## src/rtl/tl_pkg.sv

```systemverilog
package tl_pkg;

    typedef enum logic [1:0] {
        PH_RED = 2'd0,
        PH_YEL = 2'd1,
        PH_GRN = 2'd2
    } phase_e;

    localparam int LAMP_W   = 3;
    localparam int LAMP_RED = 0;
    localparam int LAMP_YEL = 1;
    localparam int LAMP_GRN = 2;

    function automatic phase_e phase_after(phase_e p);
        phase_e n;
        unique case (p)
            PH_RED:  n = PH_YEL;   // RED_TO_YEL
            PH_YEL:  n = PH_GRN;   // YEL_TO_GRN
            default: n = PH_RED;   // GRN_TO_RED
        endcase
        return n;
    endfunction

endpackage

```

## src/rtl/tl_phase_timer.sv

```systemverilog
module tl_phase_timer
    import tl_pkg::*;
#(
    parameter int     RED_LEN  = 9,
    parameter int     YEL_LEN  = 3,
    parameter int     GRN_LEN  = 7,
    parameter int     CNT_W    = 4,
    parameter phase_e START_PH = PH_RED
) (
    input  logic             clk,
    input  logic             rst,
    input  logic             tick,
    output phase_e           phase,
    output logic [CNT_W-1:0] count
);

    function automatic logic [CNT_W-1:0] last_index(phase_e p);
        logic [CNT_W-1:0] v;
        unique case (p)
            PH_RED:  v = CNT_W'(RED_LEN - 1);
            PH_YEL:  v = CNT_W'(YEL_LEN - 1);
            default: v = CNT_W'(GRN_LEN - 1);
        endcase
        return v;
    endfunction

    // State and counter in one clocked process: the reload happens on the
    // same edge as the phase change, so no filler value ever appears.
    always_ff @(posedge clk) begin
        if (rst) begin
            phase <= START_PH;
            count <= last_index(START_PH);
        end else if (tick) begin
            if (count == '0) begin
                phase <= phase_after(phase);
                count <= last_index(phase_after(phase));
            end else begin
                count <= count - 1'b1;
            end
        end
    end

endmodule

```

## src/rtl/tl_lamp_decode.sv

```systemverilog
module tl_lamp_decode
    import tl_pkg::*;
(
    input  phase_e            phase,
    output logic [LAMP_W-1:0] lamp
);

    always_comb begin
        lamp = '0;
        unique case (phase)
            PH_RED:  lamp[LAMP_RED] = 1'b1;
            PH_YEL:  lamp[LAMP_YEL] = 1'b1;
            PH_GRN:  lamp[LAMP_GRN] = 1'b1;
            default: lamp[LAMP_RED] = 1'b1;   // unused code fails safe to red
        endcase
    end

endmodule

```

## src/rtl/tl_dual_road.sv

```systemverilog
module tl_dual_road #(
    parameter int RED_LEN = 9,
    parameter int YEL_LEN = 3,
    parameter int GRN_LEN = 7,
    parameter int MAX_LEN = (RED_LEN > YEL_LEN)
                            ? ((RED_LEN > GRN_LEN) ? RED_LEN : GRN_LEN)
                            : ((YEL_LEN > GRN_LEN) ? YEL_LEN : GRN_LEN),
    parameter int CNT_W   = (MAX_LEN > 1) ? $clog2(MAX_LEN) : 1
) (
    input  logic             clk,
    input  logic             rst,
    input  logic             tick,
    output logic [2:0]       ew_lamp,
    output logic [CNT_W-1:0] ew_count,
    output logic [2:0]       ns_lamp,
    output logic [CNT_W-1:0] ns_count
);
    import tl_pkg::*;

    localparam int NUM_ROADS = 2;
    localparam phase_e ROAD_START [NUM_ROADS] = '{PH_RED, PH_GRN};

    phase_e           road_phase [NUM_ROADS];
    logic [CNT_W-1:0] road_count [NUM_ROADS];
    logic [LAMP_W-1:0] road_lamp [NUM_ROADS];

    for (genvar r = 0; r < NUM_ROADS; r++) begin : g_road
        tl_phase_timer #(
            .RED_LEN  (RED_LEN),
            .YEL_LEN  (YEL_LEN),
            .GRN_LEN  (GRN_LEN),
            .CNT_W    (CNT_W),
            .START_PH (ROAD_START[r])
        ) u_timer (
            .clk   (clk),
            .rst   (rst),
            .tick  (tick),
            .phase (road_phase[r]),
            .count (road_count[r])
        );

        tl_lamp_decode u_dec (
            .phase (road_phase[r]),
            .lamp  (road_lamp[r])
        );
    end

    assign ew_lamp  = road_lamp[0];
    assign ew_count = road_count[0];
    assign ns_lamp  = road_lamp[1];
    assign ns_count = road_count[1];

endmodule

```

## config.mk

```make
export PLATFORM = sky130hd
export DESIGN_NAME = tl_dual_road
export DESIGN_NICKNAME = d
export VERILOG_FILES = /design/src/rtl/tl_pkg.sv /design/src/rtl/tl_phase_timer.sv /design/src/rtl/tl_lamp_decode.sv /design/src/rtl/tl_dual_road.sv
export SDC_FILE = /design/constraint.sdc
export NUM_CORES = 1
export LEC_CHECK = 0
export ABC_AREA = 1
export BUFFER_PORTS_ARGS = -buffer_cell sky130_fd_sc_hd__buf_2
export CORE_UTILIZATION = 51
export DETAILED_ROUTE_END_ITERATION = 8
export GPL_ROUTABILITY_DRIVEN = 0
export MAX_ROUTING_LAYER = met4
export PLACE_DENSITY = 0.84
export SYNTH_ARGS = -nofsm -noshare
export SYNTH_HDL_FRONTEND = slang
export SYNTH_SLANG_ARGS = --single-unit
```

## constraint.sdc

```tcl
create_clock -name clk -period 1.55 [get_ports clk]
set_clock_uncertainty 0.1 [all_clocks]
set_input_delay 0.31 -clock clk [delete_from_list [all_inputs] [get_ports clk]]
set_output_delay 0.31 -clock clk [all_outputs]
set_load 0.01 [all_outputs]
```

; ---- Word level (Yosys, flattened, before mapping)
; Cells that the tools add are included.
[op_classes]
addsub = 2
n_reduce_logical = 10
n_eq_ne = 6
muxes = 18
[op_table]
columns = op, n
row1 = one-hot mux 4 bit (2 select lines), 2
row2 = two-way mux 2 bit, 6
row3 = equality test 2 x 1 -> 1 bit (second input constant), 4
row4 = logical NOT 2 bit, 4
row5 = logical NOT 4 bit, 2
row6 = two-way mux 4 bit, 2
row7 = one-hot mux 2 bit (2 select lines), 2
row8 = subtractor 4 x 1 -> 4 bit (second input constant), 2
row9 = two-way mux 1 bit, 6
row10 = equality test 2 bit (second input constant), 2
row11 = AND reduction 2 bit, 2
row12 = OR reduction 2 bit, 2
[word_totals]
wordCells = 40
inputBits = 3
output_inout_bits = 14
register_bits = 12

; ---- Depth between registers and ports, before layout
; Gate-level depths: netlist of the first run.
[depth]
ltp_word = 8
mapped_depth = 9
ltp_nobuf = 9

; ---- Modules after synthesis
; From an unflattened synthesis of the first run, not the netlist that was laid out.
[hier_totals]
hier_cells = 105
hier_area_um2 = 725.7
[modules_own_cells]
columns = mod, instances, cells_each, area_per_inst_um2
row1 = tl_phase_timer (g_road[0].u_timer), 1, 51, 332.8
row2 = tl_phase_timer (g_road[1].u_timer), 1, 46, 327.8
row3 = tl_lamp_decode, 2, 4, 32.5

; ---- Worst setup path before layout of the first run
; Ideal clock, no wire load.
[synth_timing]
path_type = register -> register
from = reg g_road[0].u_timer.phase[1]
to = reg g_road[0].u_timer.count[1]
synth_period_minus_slack_ns = 1.351
arrival_time_ns = 1.142
required_ns = 1.341
path_stages_with_launch = 8
n_path_buf = 0
slack_ns = 0.199
setup_ns = 0.109
cell_sequence = dfxtp_1 -> inv_1 -> ha_1 -> or2_2 -> nand2_1 -> nand3_1 -> nand2_1 -> inv_1
[synth_between]
elab_chain_cells = 8
word_cells_on_any_way = 10
[synth_lines]
columns = item, line
row1 = start: declaration, tl_phase_timer.sv:13  ; output phase_e phase,
row2 = start signal: assignment, tl_phase_timer.sv:35  ; phase <= phase_after(phase);
row3 = equality test 2 x 1 -> 1 bit / logical NOT 2 bit (equally long branches), tl_pkg.sv:16  ; unique case (p)
row4 = one-hot mux 2 bit (2 select lines) *, tl_pkg.sv:16
row5 = two-way mux 2 bit *, tl_phase_timer.sv:34  ; if (count == '0) begin
row6 = two-way mux 2 bit *, tl_phase_timer.sv:33  ; end else if (tick) begin
row7 = two-way mux 2 bit *, tl_phase_timer.sv:30  ; if (rst) begin
row8 = equality test 2 x 1 -> 1 bit / logical NOT 2 bit (equally long branches), tl_phase_timer.sv:19  ; unique case (p)
row9 = one-hot mux 4 bit (2 select lines) *, tl_phase_timer.sv:19
row10 = two-way mux 4 bit *, tl_phase_timer.sv:34
row11 = end signal: assignment, tl_phase_timer.sv:32  ; count <= last_index(START_PH);
row12 = end signal: assignment, tl_phase_timer.sv:36  ; count <= last_index(phase_after(phase));
row13 = end signal: assignment, tl_phase_timer.sv:38  ; count <= count - 1'b1;
row14 = end: declaration, tl_phase_timer.sv:14  ; output logic [CNT_W-1:0] count
; Mark *: on every way between the ends. The rest lies on a longest branch, timed or not. The select of a mux whose other input is x is not followed.
; A chain may end at the register's enable or synchronous reset.

; ---- Worst setup path after layout of the first run
[layout_timing]
from = reg g_road[0].u_timer.phase[1]
to = out ew_lamp[0]
[layout_between]
elab_chain_cells = 3
word_cells_on_any_way = 4
[layout_lines]
columns = item, line
row1 = equality test 2 x 1 -> 1 bit / equality test 2 bit (equally long branches), tl_lamp_decode.sv:10  ; unique case (phase)
row2 = OR reduction 2 bit (no line) *, --
row3 = two-way mux 1 bit *, tl_lamp_decode.sv:10
row4 = end: declaration, tl_dual_road.sv:13  ; output logic [2:0] ew_lamp,
; Mark *: on every way between the ends. The rest lies on a longest branch, timed or not.

==> results of run 1 <==
==> logic make-up (layout without fill, tap and decap cells) <==
| kind of cell | after synthesis | in the layout | share of synthesized area [%] |
|---|---|---|---|
| and+or+nand+nor | 47 | 47 | 27.0 |
| buffers and inverters | 24 | 43 | 13.3 |
| AOI/OAI and AO/OA | 16 | 16 | 11.5 |
| DFF | 12 | 12 | 31.6 |
| adders and majority gates | 10 | 10 | 16.5 |
==> placed cells by master (no fill, tap or decap) <==
master    instances
nor2_4            1
inv_4             1
a21oi_1          10
dfxtp_2           3
buf_2            16
clkbuf_8          1
or2_2             1
o21ai_1           1
nor2_2            1
o211ai_1          2
o21ai_0           2
dfxtp_4           1
nand3_1          11
clkbuf_4          3
inv_1            17
nand4_1           1
nor2_1            5
a211oi_1          1
buf_4             1
nand2_1          27
ha_4              1
inv_2             4
ha_1              9
dfxtp_1           8
==> cell type report <==
cell class / count / area (sq um)
inverter: 22 / 85.1
sequential: 12 / 248
clock buffer: 4 / 36.3
tap: 15 / 18.8
timing repair buffer: 17 / 87.6
fill: 128 / 444
multi-input combinational: 73 / 430
==> state kept, by name, indices dropped and copies added, names as in the netlist <==
register,cells
g_road.u_timer.phase,4
g_road.u_timer.count,8
==> final timing paths <==
check	start	endpoint	slack, ps	cells past startpoint
min reg2reg	g_road[0].u_timer.phase[1]$_SDFFE_PP0P_	g_road[0].u_timer.phase[1]$_SDFFE_PP0P_	390	2
min	rst	g_road[0].u_timer.phase[1]$_SDFFE_PP0P_	230	2
max reg2reg	g_road[0].u_timer.count[0]$_SDFFE_PP0P_	g_road[0].u_timer.count[3]$_SDFFE_PP1P_	160	9
max	g_road[0].u_timer.phase[1]$_SDFFE_PP0P_	ew_lamp[0]	30	4
==> cell usage after synthesis (all sizes together) <==
cell	instances
nand4	1
dfxtp	12
ha	10
a21oi	10
o21ai	3
inv	22
nand2	27
buf	2
or2	1
o211ai	2
a211oi	1
nand3	11
nor2	7
==> critical path, cell delays in order, from the launching register on <==
cell and delay (ps):
dfxtp_2 350, inv_2 60, ha_4 260, inv_1 30
buf_2 130
==> power breakdown <==
group	switching, mW	leakage (nW)	total [mW]	internal [mW]
Clock	0.104	0.0210	0.247	0.143
Sequential	0.0211	0.0999	0.350	0.329
Combinational	0.106	0.353	0.175	0.0686
Total	0.232	0.473	0.772	0.540
==> per-layer routing <==
| metal | part of all wire, % | track usage, % | wire length, microns |
|---|---|---|---|
| met5 | 0 | - | 0 |
| met4 | 1.8 | 11.7 | 28 |
| met3 | 5.0 | 5.56 | 78 |
| met2 | 51 | 34.1 | 789 |
| met1 | 43 | 22.8 | 663 |
==> per-stage QoR <==
step                      instance area (sq um)  hold WS [ps]
after floorplan                             759           354
after global placement                      847           366
after detailed placement                    847           380
after CTS                                   887           225
after global routing                        906           228
final                                       906           229
==> what timing repair did <==
action                     CTS  global route
gates cloned                 0             0
resized for setup            4             7
setup endpoints to repair    2             3
==> out/qor.yml, run 1 <==
wl_per_cell_microns: 10.9
initial_core_util_pct: 56.3
cap_violations: 0
fmax_mhz: 658
grt_start_max_net_pins: 12
postSynthCellCount: 109
port_buffers: 16
cts_tree: "done"
nets: 142
pre_cts_ws_ps: 165
ys_seq_area_share_pct: 31.6
clockBufferDepth: 2
num_vias: 736
postLayoutCoreUtil_pct: 67.1
drv_slew: 0
dp_cells: 139
hold_class: "input port to flip-flop"
antenna_found_initial: 0
area_growth_pct: 19.3
netlist_area_sq_um: 759
critical_path_class: "flip-flop to output pin"
synth.largest_area_cell: "dfxtp_1"
critPathLaunchType: "flip-flop"
h-tree-depth: 1
worstPathRequired_ps: 1140
synth_top_area_share_pct: 31.6
worst-endpoint-arrival_ps: 1110
finalPower_mw: 0.772
antenna_cells: 0
syn-num-nets: 122
synth_top_cells_by_area: "dfxtp_1 32%, ha_1 16%, nand2_1 13%"
die_h_microns: 40.6
die_area_sq_um: 1650
dieWidth_microns: 40.6
hold_violations: 0
cts_sinks: 12
drive_above_1_share_pct: 26.6
post_cts_buffers: 0
worst_slack_ps: 31.1
ant_nets: 0
holdBufCountCts: 0
grt-ovfl-total: 0
clock-root-buffer: "clkbuf_4"
clk_pin_slew_ps: 70
min_period_ps: 1520
routed_wl_microns: 1560
firstDrtPassIters: 4
numCtsBuffers: 3
ys_ff_latch: 12
grt_pass1_vias: 565
p_leak_nw: 0.473
grt_pass1_wl_microns: 2190
p_per_area_nw_per_um2: 852
cp-end-kind: "output pin"
crit_path_max_fanout: 3
final_cells: 143
setup_tns_ps: 0
status: "finished, final reports clean"
synth_area_per_cell_sq_um: 6.97
worst_pin_slew_ps: 239
drc_errors: 0
setup_viol: 0
coreArea_sq_um: 1350
track_usage_pct: 21.0
period_share_pct: 98.0
rows: 13
peakVddDrop_mv: 0.576
ys_warn_count: 0
clkLatencyLatePin_ps: 270
slew_headroom_pct: 84.1
viasPerCell: 5.15
hpwl_microns: 1150
io_pins: 17
drt_iter0_drc: 25
ys_types: 18
Note: power is estimated with default switching activity, not from simulation.
==> inputs of run 2 (changes only) <==
- GPL_TIMING_DRIVEN: unset -> 0
==> run 2 against run 1 <==
Via count is 0.54% higher; critical endpoint unchanged; sequential share of layout area fell by 1.7 points; clock power is 5% higher; die area did not move; highest routed layer unchanged.
==> out/qor.yml, run 2 (synthesis gave the netlist of run 1 again) <==
status: "finished, final reports clean"
antenna_found_initial: 0
numCtsBuffers: 3
rsz0062_at_grt: "yes"
drc_errors: 0
hold_violations: 0
cap_violations: 0
setup.worst_path.start: "g_road[0].u_timer.phase[1]$_SDFFE_PP0P_"
rows: 13
num_vias: 740
holdBufCountCts: 0
die_area_sq_um: 1650
area_growth_pct: 25.7
sw_frac_of_total_pct: 30.6
worst-endpoint-arrival_ps: 1090
track_usage_pct: 20.8
worst_pin_slew_ps: 222
grt-ovfl-total: 0
antenna_cells: 0
firstDrtPassIters: 4
coreArea_sq_um: 1350
cp-end-kind: "output pin"
worst_slack_ps: 45.1
crit_path_max_fanout: 3
p_comb_share_pct: 22.4
place_area_sq_um: 853
setup_viol: 0
grt_pass1_vias: 542
drt_iter0_drc: 18
grt_pass1_wl_microns: 2130
clkLatencyLatePin_ps: 290
fmax_mhz: 664
crit_buf_inv: 3
regArea_sq_um: 245
layout_commonest_cell: "nand2_1"
pwr-share-seq_pct: 44.6
viasPerCell: 5.03
drive_above_1_share_pct: 30.3
die_h_microns: 40.6
fillers: 103
clock-root-buffer: "clkbuf_4"
regMostFlops: "g_road.u_timer.count"
final_cell_area_sq_um: 955
worstPathRequired_ps: 1140
hold_class: "input port to flip-flop"
period_share_pct: 97.1
clk_pin_slew_ps: 80
cts_sinks: 12
cp_slowest_cell: "dfxtp_2"
power_frac_clock_pct: 33.1
min_period_ps: 1500
hp-start: "rst"
io_pins: 17
p_per_area_nw_per_um2: 824
peakVddDrop_mv: 0.685
h-tree-depth: 1
wl_per_cell_microns: 10.4
ant_nets: 0
p_sw_mw: 0.241
multi_input_area_sq_um: 445
reg_top3: "g_road.u_timer.count: 8 flops, g_road.u_timer.phase: 4 flops"
critical_path_class: "flip-flop to output pin"
p_int_mw: 0.546
drv_slew: 0
initial_core_util_pct: 56.3
nets: 146
postLayoutCoreUtil_pct: 70.7
cts_tree: "done"
p_leak_nw: 0.495
clockBufferDepth: 2
dieWidth_microns: 40.6
path_cells: "inv_2 > ha_4 > inv_1 > buf_2"
largest_reg_flops: 8
pre_cts_ws_ps: 124
max_stage_delay_ps: 340
hpwl_microns: 1130
critPathLaunchType: "flip-flop"
final_cell_mix: "27 x nand2_1, 17 x inv_1, 15 x buf_2, 11 x nand3_1, 10 x a21oi_1"
port_buffers: 15
critPathTopFamily: "flip-flops"
grt_start_max_net_pins: 11
slew_headroom_pct: 85.2
routed_wl_microns: 1530
r2r-start: "g_road[0].u_timer.phase[0]$_SDFFE_PP0P_"
## run 2: cell count changes in the layout (fill, tap and decap cells not counted), sizes merged
cell  change
buf       +4
## run 2: per-stage QoR
| stage | hold slack [ps] | TNS [ps] | total power, mW | instances |
|---|---|---|---|---|
| floorplan | 354 | 0 | 0.478 | 109 |
| global placement | 365 | 0 | 0.520 | 139 |
| detailed placement | 372 | 0 | 0.526 | 139 |
| CTS | 141 | 0 | 0.791 | 145 |
| global route | 135 | -13.0 | 0.840 | 147 |
| finish | 149 | 0 | 0.786 | 147 |
## run 2: per-layer routing
layer | global-route usage [%] | vias to the layer above | part of all wire [%]
li1 | - | 393 | -
met1 | 22.0 | 322 | 45
met2 | 34.5 | 22 | 49
met3 | 8.33 | 3 | 4.9
met4 | 7.50 | 0 | 1.5
met5 | - | - | 0
## run 2: worst paths after layout
path	endpoint	slack [ps]	cells past startpoint
worst min register to register	g_road[0].u_timer.count[0]$_SDFFE_PP0P_	380	2
worst max-delay path	ew_lamp[0]	50	4
worst min-delay path	g_road[0].u_timer.phase[0]$_SDFFE_PP0P_	150	2
worst max register to register	g_road[0].u_timer.count[1]$_SDFFE_PP0P_	160	7
## run 2: worst register-to-register path, delay by kind of cell, from the launching register on
kind                     cells  cell delay, ps
flip-flops                   1             340
AND/OR/NAND/NOR              4             510
buffers and inverters        2             160
adder cells (fa/ha/maj)      1             190
## run 2: cell type report
class | instances | share of cell area, %
clock buffer | 4 | 3.80
buffer | 2 | 1.97
tap | 15 | 1.97
timing repair buffer | 19 | 11.0
multi-input combinational | 73 | 46.7
sequential | 12 | 25.7
inverter | 22 | 8.91
## run 2: power by group through the flow
stage | combinational (mW) | sequential [mW] | clock, mW
finish | 0.176 | 0.350 | 0.260
global route | 0.201 | 0.355 | 0.284
CTS | 0.173 | 0.350 | 0.269
detailed placement | 0.169 | 0.357 | 0
global placement | 0.165 | 0.356 | 0
floorplan | 0.115 | 0.364 | 0
## run 2: timing repair
item | 4_1_cts | 5_1_grt
resized for setup | 7 | 5
endpoints found under the setup margin | 2 | 3
buffers inserted | 2 | 2
==> inputs of run 3 (changes only) <==
- CORE_UTILIZATION: 51 -> 34
- MAX_ROUTING_LAYER: met4 -> unset
- PLACE_DENSITY: 0.84 -> 0.62
==> run 3 against run 2 <==
Worst hold slack better by 13 ps; register-to-register slack barely moved; wire length increased by 7.3%.
==> out/qor.yml, run 3 (synthesis gave the netlist of run 1 again) <==
status: "finished, final reports clean"
h-tree-depth: 1
crit_path_max_fanout: 4
worst-endpoint-arrival_ps: 1100
regMostFlops: "g_road.u_timer.count"
largest_reg_flops: 8
p_leak_nw: 0.485
hpwl_microns: 1140
io_pins: 17
cts_sinks: 12
coreArea_sq_um: 2020
nets: 144
die_area_sq_um: 2430
port_buffers: 15
fmax_mhz: 663
track_usage_pct: 14.2
critPathLaunchType: "flip-flop"
reg2reg_slack_ps: 150
regArea_sq_um: 245
peakVddDrop_mv: 0.554
cp-end-kind: "output pin"
rsz0062_at_grt: "no"
worstPathRequired_ps: 1140
grt_pass1_vias: 676
grt_pass1_wl_microns: 2680
rows: 16
final_cell_mix: "27 x nand2_1, 17 x inv_1, 15 x buf_2, 11 x nand3_1, 10 x a21oi_1"
finalPower_mw: 0.788
clockBufferDepth: 2
fillers: 221
holdBufCountCts: 0
clock-root-buffer: "clkbuf_4"
routed_wl_microns: 1640
grt_start_max_net_pins: 11
wl_per_cell_microns: 10.4
p_per_area_nw_per_um2: 827
ant_nets: 0
clkLatencyLatePin_ps: 280
area_growth_pct: 25.4
setup_viol: 0
reg_top3: "g_road.u_timer.count: 8 flops, g_road.u_timer.phase: 4 flops"
firstDrtPassIters: 4
hold_path_depth: 2
critical_path_class: "flip-flop to output pin"
drt_iter0_drc: 11
reg2reg_depth: 7
numCtsBuffers: 3
initial_core_util_pct: 37.6
viasPerCell: 4.71
slew_headroom_pct: 84.8
clk_pin_slew_ps: 80
min_period_ps: 1510
multi_input_area_sq_um: 445
hold_class: "input port to flip-flop"
drc_errors: 0
grt-ovfl-total: 0
drv_slew: 0
die_h_microns: 49.3
setup_tns_ps: 0
place_area_sq_um: 868
cts_tree: "done"
dieWidth_microns: 49.3
num_vias: 739
antenna_cells: 0
cap_violations: 0
hold_violations: 0
drive_above_1_share_pct: 29.2
worst_pin_slew_ps: 228
period_share_pct: 97.3
layout_commonest_cell: "nand2_1"
antenna_found_initial: 0
final_cell_area_sq_um: 952
==> run 3: cell count changes in the layout (fill, tap and decap cells not counted), sizes merged <==
cell	delta
buf	-2
==> run 3: worst max-delay path, cell delays in order (launching register included) <==
cell     delay (ps)
dfxtp_2         340
inv_2            60
ha_4            260
inv_1            30
buf_2           120
==> run 3: layer usage <==
layer	wire [microns]	up-vias	global-route usage, %	part of all wire [%]
met1	688	329	15.9	42
li1	-	385	-	-
met2	833	23	25.8	51
met4	5	0	1.47	0.31
met3	108	2	5.61	6.6
met5	0	-	0	0
==> run 3: cell type report <==
| cell class | instances | area share, % |
|---|---|---|
| clock buffers | 4 | 3.81 |
| flip-flops and latches | 12 | 25.8 |
| plain buffers | 2 | 1.97 |
| well taps | 27 | 3.55 |
| multi-input cells | 73 | 46.8 |
| inverters | 22 | 8.67 |
| repair buffers | 17 | 9.46 |
==> run 3: path summary, 6_finish.rpt <==
path,end,from
worst min-delay path,g_road[0].u_timer.phase[0]$_SDFFE_PP0P_,rst
worst min register to register,g_road[0].u_timer.count[0]$_SDFFE_PP0P_,g_road[0].u_timer.count[0]$_SDFFE_PP0P_
worst max-delay path,ns_lamp[0],g_road[1].u_timer.phase[1]$_SDFFE_PP1P_
worst max register to register,g_road[0].u_timer.count[1]$_SDFFE_PP0P_,g_road[0].u_timer.phase[0]$_SDFFE_PP0P_
==> run 3: power breakdown <==
| part | total (mW) | switching (mW) | internal [mW] |
|---|---|---|---|
| Clock | 0.260 | 0.117 | 0.143 |
| Combinational | 0.177 | 0.106 | 0.0716 |
| Sequential | 0.350 | 0.0204 | 0.330 |
==> run 3: what timing repair did <==
| action | 4_1_cts | 5_1_grt |
|---|---|---|
| resized for setup | 6 | 5 |
| setup buffers | 2 | 0 |
| endpoints found under the setup margin | 2 | 3 |
| endpoints found under the hold margin | 0 | 0 |
==> run 3: per-stage QoR <==
stage               std cells  worst slack (ps)  util [%]  hold slack [ps]
floorplan                 109               199         -              354
CTS                       157              12.2      45.7              161
finish                    157              42.6      47.1              161
detailed placement        151               137      42.9              367
global placement          151               157      42.9              368
global route              157              8.77      47.1              186
